## src/rtl/redux_regfile_pkg.sv

```systemverilog
// Shared types for the reduction-engine register file.
package redux_regfile_pkg;

    // Address source encoding; the numeric values are decoded by the sequencer.
    typedef enum logic [1:0] {
        ASEL_SRC  = 2'd0,
        ASEL_DST  = 2'd1,
        ASEL_FUN  = 2'd2,
        ASEL_BIND = 2'd3
    } asel_e;

endpackage

```

## src/rtl/rf_counter.sv

```systemverilog
// Generic up-counter with a synchronous clear, load and increment.
// Priority: clear, then load, then increment. Reset is synchronous and active low.
// Assumes the strobes are stable around the rising edge of clk.
module rf_counter #(
    parameter int W = 8
) (
    input  logic         clk,
    input  logic         rst_n,
    input  logic         clr,
    input  logic         ld,
    input  logic [W-1:0] ld_val,
    input  logic         inc,
    output logic [W-1:0] q
);
    localparam logic [W-1:0] ONE = W'(1);

    // Counter state update in priority order.
    always_ff @(posedge clk) begin
        if (!rst_n)   q <= '0;
        else if (clr) q <= '0;
        else if (ld)  q <= ld_val;
        else if (inc) q <= q + ONE;
    end
endmodule

```

## src/rtl/rf_reg.sv

```systemverilog
// Plain register with a synchronous clear and load; clear wins over load.
// Reset is synchronous and active low.
module rf_reg #(
    parameter int W = 8
) (
    input  logic         clk,
    input  logic         rst_n,
    input  logic         clr,
    input  logic         ld,
    input  logic [W-1:0] d,
    output logic [W-1:0] q
);
    // Storage update in priority order.
    always_ff @(posedge clk) begin
        if (!rst_n)   q <= '0;
        else if (clr) q <= '0;
        else if (ld)  q <= d;
    end
endmodule

```

## src/rtl/rf_addr_mux.sv

```systemverilog
// Four-way address selector. It is purely combinational; the select values
// follow redux_regfile_pkg::asel_e.
module rf_addr_mux
    import redux_regfile_pkg::*;
#(
    parameter int W = 8
) (
    input  logic [1:0]   sel,
    input  logic [W-1:0] src_idx,
    input  logic [W-1:0] dst_idx,
    input  logic [W-1:0] fun_idx,
    input  logic [W-1:0] bind_addr,
    output logic [W-1:0] addr
);
    // Choose the address source.
    always_comb begin
        unique case (asel_e'(sel))
            ASEL_SRC:  addr = src_idx;
            ASEL_DST:  addr = dst_idx;
            ASEL_FUN:  addr = fun_idx;
            default:   addr = bind_addr;
        endcase
    end
endmodule

```

## src/rtl/redux_regfile.sv

```systemverilog
// Register file of a micro-sequenced expression-reduction processor.
// It holds the index counters, the destination save register, the value
// register, the argument counter (all-ones means logical zero), the state
// register and the class/zero register, and it selects the memory address.
// Assumes: a single rising-edge clock, synchronous strobes and a synchronous
// active-low reset.
module redux_regfile #(
    parameter int IDX_W = 8,
    parameter int AC_W  = 4,
    parameter int ST_W  = 4,
    parameter int CLS_W = 3
) (
    input  logic             clk,
    input  logic             rst_n,
    input  logic [IDX_W-1:0] data_in,
    input  logic [CLS_W-1:0] sym_class,
    input  logic [IDX_W-1:0] alu_res,
    input  logic             di_clr,
    input  logic             di_ld,
    input  logic             di_restore,
    input  logic             di_inc,
    input  logic             ri_save,
    input  logic             si_clr,
    input  logic             si_inc,
    input  logic             fi_ld,
    input  logic             fi_inc,
    input  logic             ac_ld,
    input  logic             ac_inc,
    input  logic             v_clr,
    input  logic             v_ld_data,
    input  logic             v_ld_alu,
    input  logic             st_ld,
    input  logic [ST_W-1:0]  st_next,
    input  logic             scz_ld,
    input  logic [1:0]       addr_sel,
    output logic [IDX_W-1:0] addr,
    output logic [ST_W-1:0]  state,
    output logic [CLS_W:0]   scz,
    output logic [IDX_W-1:0] v_out,
    output logic [IDX_W-1:0] si_out,
    output logic [AC_W-1:0]  ac_out,
    output logic             ac_zero
);
    localparam int SCZ_W = CLS_W + 1;

    logic [IDX_W-1:0] di_q, ri_q, fi_q, di_src, v_src;
    logic [SCZ_W-1:0] scz_d;

    // Destination load source: memory data wins over the saved index.
    always_comb di_src = di_ld ? data_in : ri_q;

    // Value load source: memory data wins over the ALU result.
    always_comb v_src = v_ld_data ? data_in : alu_res;

    // Logical zero of the argument counter is its terminal count.
    always_comb ac_zero = &ac_out;

    // Class/zero register input: flag on top, class below.
    always_comb scz_d = {ac_zero, sym_class};

    rf_counter #(.W(IDX_W)) u_di (
        .clk(clk), .rst_n(rst_n), .clr(di_clr), .ld(di_ld | di_restore),
        .ld_val(di_src), .inc(di_inc), .q(di_q));

    rf_counter #(.W(IDX_W)) u_si (
        .clk(clk), .rst_n(rst_n), .clr(si_clr), .ld(1'b0),
        .ld_val('0), .inc(si_inc), .q(si_out));

    rf_counter #(.W(IDX_W)) u_fi (
        .clk(clk), .rst_n(rst_n), .clr(1'b0), .ld(fi_ld),
        .ld_val(data_in), .inc(fi_inc), .q(fi_q));

    rf_counter #(.W(AC_W)) u_ac (
        .clk(clk), .rst_n(rst_n), .clr(1'b0), .ld(ac_ld),
        .ld_val(data_in[AC_W-1:0]), .inc(ac_inc), .q(ac_out));

    rf_reg #(.W(IDX_W)) u_ri (
        .clk(clk), .rst_n(rst_n), .clr(1'b0), .ld(ri_save),
        .d(di_q), .q(ri_q));

    rf_reg #(.W(IDX_W)) u_v (
        .clk(clk), .rst_n(rst_n), .clr(v_clr), .ld(v_ld_data | v_ld_alu),
        .d(v_src), .q(v_out));

    rf_reg #(.W(ST_W)) u_st (
        .clk(clk), .rst_n(rst_n), .clr(1'b0), .ld(st_ld),
        .d(st_next), .q(state));

    rf_reg #(.W(SCZ_W)) u_scz (
        .clk(clk), .rst_n(rst_n), .clr(1'b0), .ld(scz_ld),
        .d(scz_d), .q(scz));

    rf_addr_mux #(.W(IDX_W)) u_mux (
        .sel(addr_sel), .src_idx(si_out), .dst_idx(di_q), .fun_idx(fi_q),
        .bind_addr(alu_res), .addr(addr));
endmodule

```

## config.mk

```make
export PLATFORM = sky130hd
export DESIGN_NAME = redux_regfile
export DESIGN_NICKNAME = d
export VERILOG_FILES = /design/src/rtl/redux_regfile_pkg.sv /design/src/rtl/rf_counter.sv /design/src/rtl/rf_reg.sv /design/src/rtl/rf_addr_mux.sv /design/src/rtl/redux_regfile.sv
export SDC_FILE = /design/constraint.sdc
export NUM_CORES = 1
export LEC_CHECK = 0
export ABC_AREA = 1
export BUFFER_PORTS_ARGS = -buffer_cell sky130_fd_sc_hd__buf_2
export CAP_MARGIN = 15
export CORE_MARGIN = 3
export CORE_UTILIZATION = 52
export DETAILED_ROUTE_END_ITERATION = 12
export PLACE_DENSITY_LB_ADDON = 0.08
export SYNTH_ARGS = -nofsm -noshare
export SYNTH_HDL_FRONTEND = slang
export SYNTH_SLANG_ARGS = --single-unit
```

## constraint.sdc

```tcl
create_clock -name clk -period 1.5 [get_ports clk]
set_input_delay 0.375 -clock clk [delete_from_list [all_inputs] [get_ports clk]]
set_output_delay 0.375 -clock clk [all_outputs]
set_load 0.005 [all_outputs]
```

==> impl_metrics.prom, run 1 <==
# TYPE chip_impl_metric gauge
chip_impl_info{name="critPathKind",value="reg2out"} 1
chip_impl_metric{name="route.vias.total",unit=""} 3026
chip_impl_metric{name="detail_route.vias_per_cell",unit=""} 5.45
chip_impl_metric{name="avgSynthCellArea",unit="µm²"} 6.89
chip_impl_metric{name="finalSetupViolCount",unit=""} 1
chip_impl_metric{name="yosys_register_bits",unit=""} 52
chip_impl_metric{name="dr.pass1.iters",unit=""} 5
chip_impl_metric{name="ant_nets",unit=""} 0
chip_impl_metric{name="path_clk_slew",unit="ns"} 0.10
chip_impl_info{name="status",value="finished, violations left"} 1
chip_impl_metric{name="ir_drop",unit="µV"} 544
chip_impl_info{name="tritoncts_clock_tree",value="built"} 1
chip_impl_metric{name="postSynthNetCount",unit=""} 444
chip_impl_info{name="ctsRootBufferMaster",value="sky130_fd_sc_hd__clkbuf_8"} 1
chip_impl_info{name="regToRegStartpoint",value="u_si.q[1]"} 1
chip_impl_metric{name="chipWidth",unit="µm"} 78.5
chip_impl_metric{name="synth_cell_type_count",unit=""} 33
chip_impl_metric{name="antenna_violations_before_repair",unit=""} 0
chip_impl_metric{name="clk-insertion-delay-late",unit="ns"} 0.31
chip_impl_metric{name="cts_max_path_bufs",unit=""} 2
chip_impl_info{name="critPathLaunchType",value="register"} 1
chip_impl_info{name="synth_common_cells",value="sky130_fd_sc_hd__nand2_1, sky130_fd_sc_hd__dfxtp_1, sky130_fd_sc_hd__nor2_1"} 1
chip_impl_metric{name="antenna_cells",unit=""} 0
chip_impl_metric{name="timing_worst_slew_pin_value",unit="ns"} 0.348
chip_impl_info{name="worstHoldEndpoint",value="u_scz.q[1]"} 1
chip_impl_metric{name="place.detailed.instances",unit=""} 541
chip_impl_metric{name="cts_hold_buffers_added",unit=""} 0
chip_impl_metric{name="data_required_time_of_the_critical_path",unit="ns"} 1.12
chip_impl_metric{name="timing.slew.headroom",unit="%"} 76.8
chip_impl_metric{name="vias_in_the_first_global_route",unit=""} 2726
chip_impl_metric{name="syn-instance-count",unit=""} 397
chip_impl_metric{name="post_drt_wl_per_cell",unit="µm"} 14.2
chip_impl_metric{name="die-height",unit="µm"} 78.5
chip_impl_metric{name="yosysWarnings",unit=""} 0
chip_impl_metric{name="initial_utilization",unit="%"} 55.7
chip_impl_metric{name="holdPathStages",unit=""} 3
chip_impl_metric{name="p_per_area",unit="nW/µm²"} 896
chip_impl_metric{name="core",unit="µm²"} 4910
chip_impl_metric{name="area_used_by_multi_input_combinational_logic",unit="µm²"} 1560
chip_impl_metric{name="total_clock_buffers_created_by_cts",unit=""} 5
chip_impl_metric{name="synth_edf_count",unit=""} 0
chip_impl_metric{name="finalWirelength",unit="µm"} 7870
chip_impl_info{name="ys.flop_type",value="sky130_fd_sc_hd__dfxtp_1"} 1
chip_impl_metric{name="rows",unit=""} 25
chip_impl_metric{name="finalWorstPathRequiredPeriod",unit="ns"} 1.52
chip_impl_metric{name="ys_async_sr_fraction",unit="%"} 0
chip_impl_info{name="crit_path_end_kind",value="primary output"} 1
chip_impl_metric{name="total_leakage_power",unit="nW"} 1.65
chip_impl_info{name="r2r-end",value="u_si.q[6]"} 1
chip_impl_metric{name="clock_tree.htree_level_count",unit=""} 2
chip_impl_metric{name="timing.critical_path.fanout_max",unit=""} 4
chip_impl_metric{name="ys_seq_area_share",unit="%"} 38.1
chip_impl_info{name="synthMostInstantiatedCell",value="sky130_fd_sc_hd__nand2_1"} 1
chip_impl_metric{name="timing.reg2reg.setup_slack",unit="ns"} 0.21
chip_impl_metric{name="global_route_wire_length_before_repair",unit="µm"} 12900
chip_impl_metric{name="die_area",unit="µm²"} 6160
chip_impl_info{name="hold_path_startpoint",value="sym_class[1]"} 1
chip_impl_metric{name="clock_skew",unit="ns"} 0.0115
chip_impl_info{name="synth_top_cell_by_area",value="sky130_fd_sc_hd__dfxtp_1"} 1
chip_impl_metric{name="post_synthesis_to_final_layout_area_growth",unit="%"} 29.9
chip_impl_metric{name="max_frequency",unit="GHz"} 0.658
chip_impl_metric{name="synth_area",unit="µm²"} 2730
chip_impl_metric{name="final_nets",unit=""} 534
chip_impl_info{name="unrepaired_setup_endpoints_after_global_routing",value="yes"} 1
chip_impl_metric{name="max-cap-violations",unit=""} 0
chip_impl_metric{name="stdcell_area",unit="µm²"} 3550
chip_impl_metric{name="drc",unit=""} 0
chip_impl_metric{name="detailedPlacementHpwl",unit="µm"} 5850
chip_impl_metric{name="final-hold-violation-count",unit=""} 0
chip_impl_metric{name="worst_r2r_path_depth",unit=""} 6
chip_impl_metric{name="netlist.area_leader.share",unit="%"} 38.1
chip_impl_metric{name="drt_first_iter_violations",unit=""} 192
chip_impl_metric{name="final_layout_size_suffix_gt1_share",unit="%"} 33.6
chip_impl_metric{name="global_route.overflow_total",unit=""} 0
chip_impl_metric{name="grt_max_degree",unit=""} 22
chip_impl_metric{name="finalNonFillerCells",unit=""} 555
chip_impl_metric{name="fin_crit_share",unit="%"} 101
chip_impl_metric{name="place.port_buffers",unit=""} 79
chip_impl_metric{name="report.final.slew_viol_count",unit=""} 0
chip_impl_metric{name="io-pin-count",unit=""} 80
chip_impl_metric{name="cts.sinks",unit=""} 52
chip_impl_metric{name="arrival",unit="ns"} 1.14
chip_impl_metric{name="gp_congestion",unit=""} 0.894
chip_impl_metric{name="placed_area",unit="µm²"} 3200
chip_impl_info{name="violations_in_the_final_reports",value="negative setup slack"} 1
chip_impl_info{name="worst_hold_path_type",value="in2reg"} 1
chip_impl_metric{name="postLayoutSetupSlackWorst",unit="ns"} -0.0191
chip_impl_info{name="yosys-top-cells-area",value="sky130_fd_sc_hd__dfxtp_1, sky130_fd_sc_hd__nand2_1, sky130_fd_sc_hd__nor2_1, sky130_fd_sc_hd__a21oi_1, sky130_fd_sc_hd__inv_1"} 1
chip_impl_metric{name="layout.filler_cells",unit=""} 405
chip_impl_metric{name="register_area",unit="µm²"} 1080
chip_impl_metric{name="groute.usage.overall",unit="%"} 26.3
worst max-delay path by stage:
stage	to	slack [ns]	cells after the start	startpoint
2_1_floorplan	addr[4]	0.22	6	addr_sel[1]
6_report	ac_zero	-0.02	3	u_ac.q[1]
3_5_place_dp	addr[5]	-0.02	7	addr_sel[1]
5_1_grt	ac_zero	-0.05	3	u_ac.q[1]
4_1_cts	ac_zero	-0.01	3	u_ac.q[1]
3_3_place_gp	addr[4]	0.02	7	addr_sel[1]
critical path, cell delays in order, from the launching register on:
cell                      delay (ns)
sky130_fd_sc_hd__dfxtp_4        0.37
sky130_fd_sc_hd__ha_4           0.16
sky130_fd_sc_hd__and3_4         0.19
sky130_fd_sc_hd__buf_6          0.11
cell families (layout without fill, tap and decap cells):
family          Yosys count  in the layout  synth area share [%]
fa+ha+maj                 4              4                  1.83
flops                    52             52                  38.1
compound gates           92             92                  19.9
xor+xnor                  4              4                  1.28
buf+inv                  55            146                  8.60
simple gates            190            190                  30.3
final cells by class:
class                   instances  share of cell area [%]
multi-input cells             290                    44.0
clock inverters                 3                    1.94
well taps                      67                    2.36
repair buffers                 91                    14.0
inverters                      47                    5.39
flip-flops and latches         52                    30.3
clock buffers                   5                    1.94
routing by layer:
layer	vias to the layer above	global-route usage, %	part of all wire, %
met4	0	5.94	1.2
met3	12	5.16	8.8
li1	1503	-	-
met2	141	42.8	45
met5	-	0	0
met1	1370	35.9	45
flip-flops by register name, summed over array words and instances, names as in the netlist:
| register | flops |
|---|---|
| u_ri.q | 8 |
| u_di.q | 8 |
| u_v.q | 8 |
| u_st.q | 4 |
| u_scz.q | 4 |
| u_fi.q | 8 |
| u_si.q | 8 |
| u_ac.q | 4 |
what timing repair did:
action,4_1_cts,5_1_grt
gates resized for setup,35,32
setup endpoints to repair,8,9
setup buffers,4,3
pin swaps,3,11
layout by cell type (no fill, tap or decap), drive strengths merged, types with 10 or more instances in the layout:
| cell | Yosys | layout |
|---|---|---|
| nor2 | 60 | 60 |
| a21oi | 33 | 33 |
| nand2 | 92 | 92 |
| inv | 46 | 47 |
| o21ai | 33 | 33 |
| o221ai | 10 | 10 |
| nand3 | 21 | 21 |
| nor3 | 12 | 12 |
| dfxtp | 52 | 52 |
| buf | 7 | 91 |
through the flow:
stage / setup TNS (ns) / util [%] / total power, W / hold WS, ns / worst slack, ns
final: -0.0191 / 72.3 / 0.00318 / 0.285 / -0.0191
after global routing: -0.113 / 72.3 / 0.00332 / 0.302 / -0.0536
after CTS: -0.0112 / 70.1 / 0.00316 / 0.282 / -0.0112
after detailed placement: -0.0506 / 65.2 / 0.00200 / 0.478 / -0.0246
after global placement: 0 / 65.2 / 0.00199 / 0.472 / 0.0227
after floorplan: 0 / - / 0.00179 / 0.457 / 0.217
power breakdown:
part,leakage [nW],internal (W),switching [W]
clock,0.0687,0.000672,0.000486
combinational,1.14,0.000210,0.000297
sequential,0.436,0.00145,0.0000647
total,1.65,0.00233,0.000848
Power figures use the tool's default switching activity.
==> run 2, diff against run 1 <==
Settings changed: GPL_ROUTABILITY_DRIVEN set to 0, SKIP_CTS_REPAIR_TIMING set to 1.
==> impl_metrics.prom, run 2 (same netlist as run 1, synthesis figures left out) <==
# TYPE chip_impl_metric gauge
chip_impl_metric{name="max_frequency",unit="GHz"} 0.669
chip_impl_metric{name="holdPathStages",unit=""} 3
chip_impl_metric{name="timing.reg2reg.setup_slack",unit="ns"} 0.18
chip_impl_metric{name="core",unit="µm²"} 4910
chip_impl_metric{name="route.met2.wl",unit="µm"} 3550
chip_impl_metric{name="routedLengthMet1",unit="µm"} 3470
chip_impl_info{name="hold_path_startpoint",value="st_next[3]"} 1
chip_impl_metric{name="cts.sinks",unit=""} 52
chip_impl_metric{name="finalWorstPathRequiredPeriod",unit="ns"} 1.50
chip_impl_info{name="final_cell_mix",value="sky130_fd_sc_hd__nand2_1, sky130_fd_sc_hd__buf_2, sky130_fd_sc_hd__nor2_1"} 1
chip_impl_metric{name="timing_worst_slew_pin_value",unit="ns"} 0.347
chip_impl_metric{name="detail_route.vias_per_cell",unit=""} 5.38
chip_impl_metric{name="drc",unit=""} 0
chip_impl_info{name="critPathLaunchType",value="register"} 1
chip_impl_metric{name="post_drt_wl_per_cell",unit="µm"} 13.9
chip_impl_info{name="r2r-end",value="u_di.q[6]"} 1
chip_impl_metric{name="max-cap-violations",unit=""} 0
chip_impl_metric{name="finalWirelength",unit="µm"} 7730
chip_impl_info{name="unrepaired_setup_endpoints_after_global_routing",value="yes"} 1
chip_impl_metric{name="grt_max_degree",unit=""} 22
chip_impl_metric{name="path_clk_slew",unit="ns"} 0.09
chip_impl_metric{name="global_route.overflow_total",unit=""} 0
chip_impl_metric{name="clk-insertion-delay-late",unit="ns"} 0.31
chip_impl_metric{name="detailed_route_wirelength_on_metal3",unit="µm"} 658
chip_impl_metric{name="final_nets",unit=""} 536
chip_impl_metric{name="ant_nets",unit=""} 0
chip_impl_info{name="regToRegStartpoint",value="u_di.q[1]"} 1
chip_impl_info{name="worstHoldEndpoint",value="u_st.q[3]"} 1
chip_impl_metric{name="fin_crit_share",unit="%"} 99.7
chip_impl_metric{name="antenna_cells",unit=""} 0
chip_impl_metric{name="timing.slew.headroom",unit="%"} 76.8
chip_impl_info{name="tritoncts_clock_tree",value="built"} 1
chip_impl_metric{name="final-hold-violation-count",unit=""} 0
chip_impl_metric{name="global_route_wire_length_before_repair",unit="µm"} 13000
chip_impl_info{name="ctsRootBufferMaster",value="sky130_fd_sc_hd__clkbuf_8"} 1
chip_impl_metric{name="p_per_area",unit="nW/µm²"} 844
chip_impl_metric{name="post_synthesis_to_final_layout_area_growth",unit="%"} 28.8
chip_impl_metric{name="report.final.slew_viol_count",unit=""} 0
chip_impl_metric{name="detailedPlacementHpwl",unit="µm"} 5870
chip_impl_info{name="status",value="finished, final reports clean"} 1
chip_impl_metric{name="initial_utilization",unit="%"} 55.7
chip_impl_metric{name="dr.pass1.iters",unit=""} 5
chip_impl_metric{name="die-height",unit="µm"} 78.5
chip_impl_metric{name="finalSetupViolCount",unit=""} 0
chip_impl_metric{name="cts_max_path_bufs",unit=""} 2
chip_impl_info{name="worst_hold_path_type",value="in2reg"} 1
chip_impl_metric{name="groute.usage.overall",unit="%"} 26.0
chip_impl_info{name="dr.max_layer_used",value="met4"} 1
chip_impl_metric{name="place.port_buffers",unit=""} 79
chip_impl_metric{name="worst_r2r_path_depth",unit=""} 8
chip_impl_metric{name="die_area",unit="µm²"} 6160
chip_impl_metric{name="final_layout_size_suffix_gt1_share",unit="%"} 32.9
chip_impl_metric{name="data_required_time_of_the_critical_path",unit="ns"} 1.12
chip_impl_metric{name="ir_drop",unit="µV"} 479
chip_impl_metric{name="chipWidth",unit="µm"} 78.5
chip_impl_info{name="crit_path_end_kind",value="primary output"} 1
chip_impl_metric{name="postLayoutSetupSlackWorst",unit="ns"} 0.00460
chip_impl_metric{name="antenna_violations_before_repair",unit=""} 0
chip_impl_metric{name="clock_tree.htree_level_count",unit=""} 2
chip_impl_metric{name="timing.critical_path.fanout_max",unit=""} 3
chip_impl_info{name="layout.cells.most_common",value="sky130_fd_sc_hd__nand2_1"} 1
chip_impl_metric{name="setup-tns-final",unit="ns"} 0
chip_impl_info{name="critPathKind",value="reg2out"} 1
chip_impl_metric{name="arrival",unit="ns"} 1.12
chip_impl_metric{name="total_clock_buffers_created_by_cts",unit=""} 5
chip_impl_metric{name="io-pin-count",unit=""} 80
chip_impl_metric{name="vias_in_the_first_global_route",unit=""} 2815
chip_impl_metric{name="rows",unit=""} 25
chip_impl_metric{name="route.vias.total",unit=""} 2998
chip_impl_metric{name="pre_cts_slack",unit="ns"} -0.0201
chip_impl_metric{name="total_leakage_power",unit="nW"} 1.64
chip_impl_metric{name="clock_skew",unit="ns"} 0.00631
chip_impl_metric{name="drt_first_iter_violations",unit=""} 164
run 2: cell types whose count changed in the layout (fill, tap and decap cells not counted), moves of 2 or more:
cell / delta
sky130_fd_sc_hd__buf_4: +2
sky130_fd_sc_hd__dfxtp_2: -2
sky130_fd_sc_hd__nand2_1: +3
sky130_fd_sc_hd__nand2_2: -3
run 2: layout make-up:
type | count | area (µm²)
clock inverters | 2 | 35.0
multi-input cells | 290 | 1550
flip-flops and latches | 52 | 1080
well taps | 67 | 83.8
fillers | 412 | 1390
clock buffers | 6 | 72.6
inverters | 47 | 194
repair buffers | 93 | 507
run 2: metal layers:
metal,global-route usage [%],vias to the layer above
li1,-,1515
met1,35.5,1340
met2,41.8,136
met3,5.28,7
met4,6.99,0
met5,0,-
run 2: critical path, stage by stage (launching register included):
cell and delay, ns:
sky130_fd_sc_hd__dfxtp_2 0.34, sky130_fd_sc_hd__inv_2 0.09, sky130_fd_sc_hd__o22ai_2 0.09, sky130_fd_sc_hd__a21oi_2 0.12, sky130_fd_sc_hd__nand2_1 0.06, sky130_fd_sc_hd__buf_2 0.12
run 2: worst max-delay path by stage:
| stage | cells past startpoint | end | startpoint | slack (ns) |
|---|---|---|---|---|
| after floorplan | 6 | addr[4] | addr_sel[1] | 0.22 |
| after global placement | 7 | addr[4] | addr_sel[1] | 0.03 |
| after detailed placement | 8 | addr[4] | addr_sel[1] | -0.02 |
| after CTS | 3 | ac_zero | u_ac.q[0] | -0.12 |
| after global routing | 5 | addr[7] | u_di.q[7] | -0.04 |
| final | 5 | addr[7] | u_di.q[7] | 0.005 |
run 2: per-stage QoR:
step                area [µm²]  utilization (%)  std cells  total power, W  hold WS [ns]
finish                    3520             71.7        557         0.00297         0.289
global route              3520             71.7        557         0.00311         0.299
CTS                       3320             67.5        550         0.00294         0.285
detailed placement        3210             65.4        542         0.00200         0.484
global placement          3210             65.4        542         0.00199         0.473
floorplan                 2730                -        397         0.00179         0.457
run 2: report_power, final:
part           leakage, nW  internal, W  switching, W  total, W
sequential           0.436      0.00145     0.0000645   0.00152
clock               0.0552     0.000496      0.000460  0.000956
combinational         1.15     0.000209      0.000293  0.000503
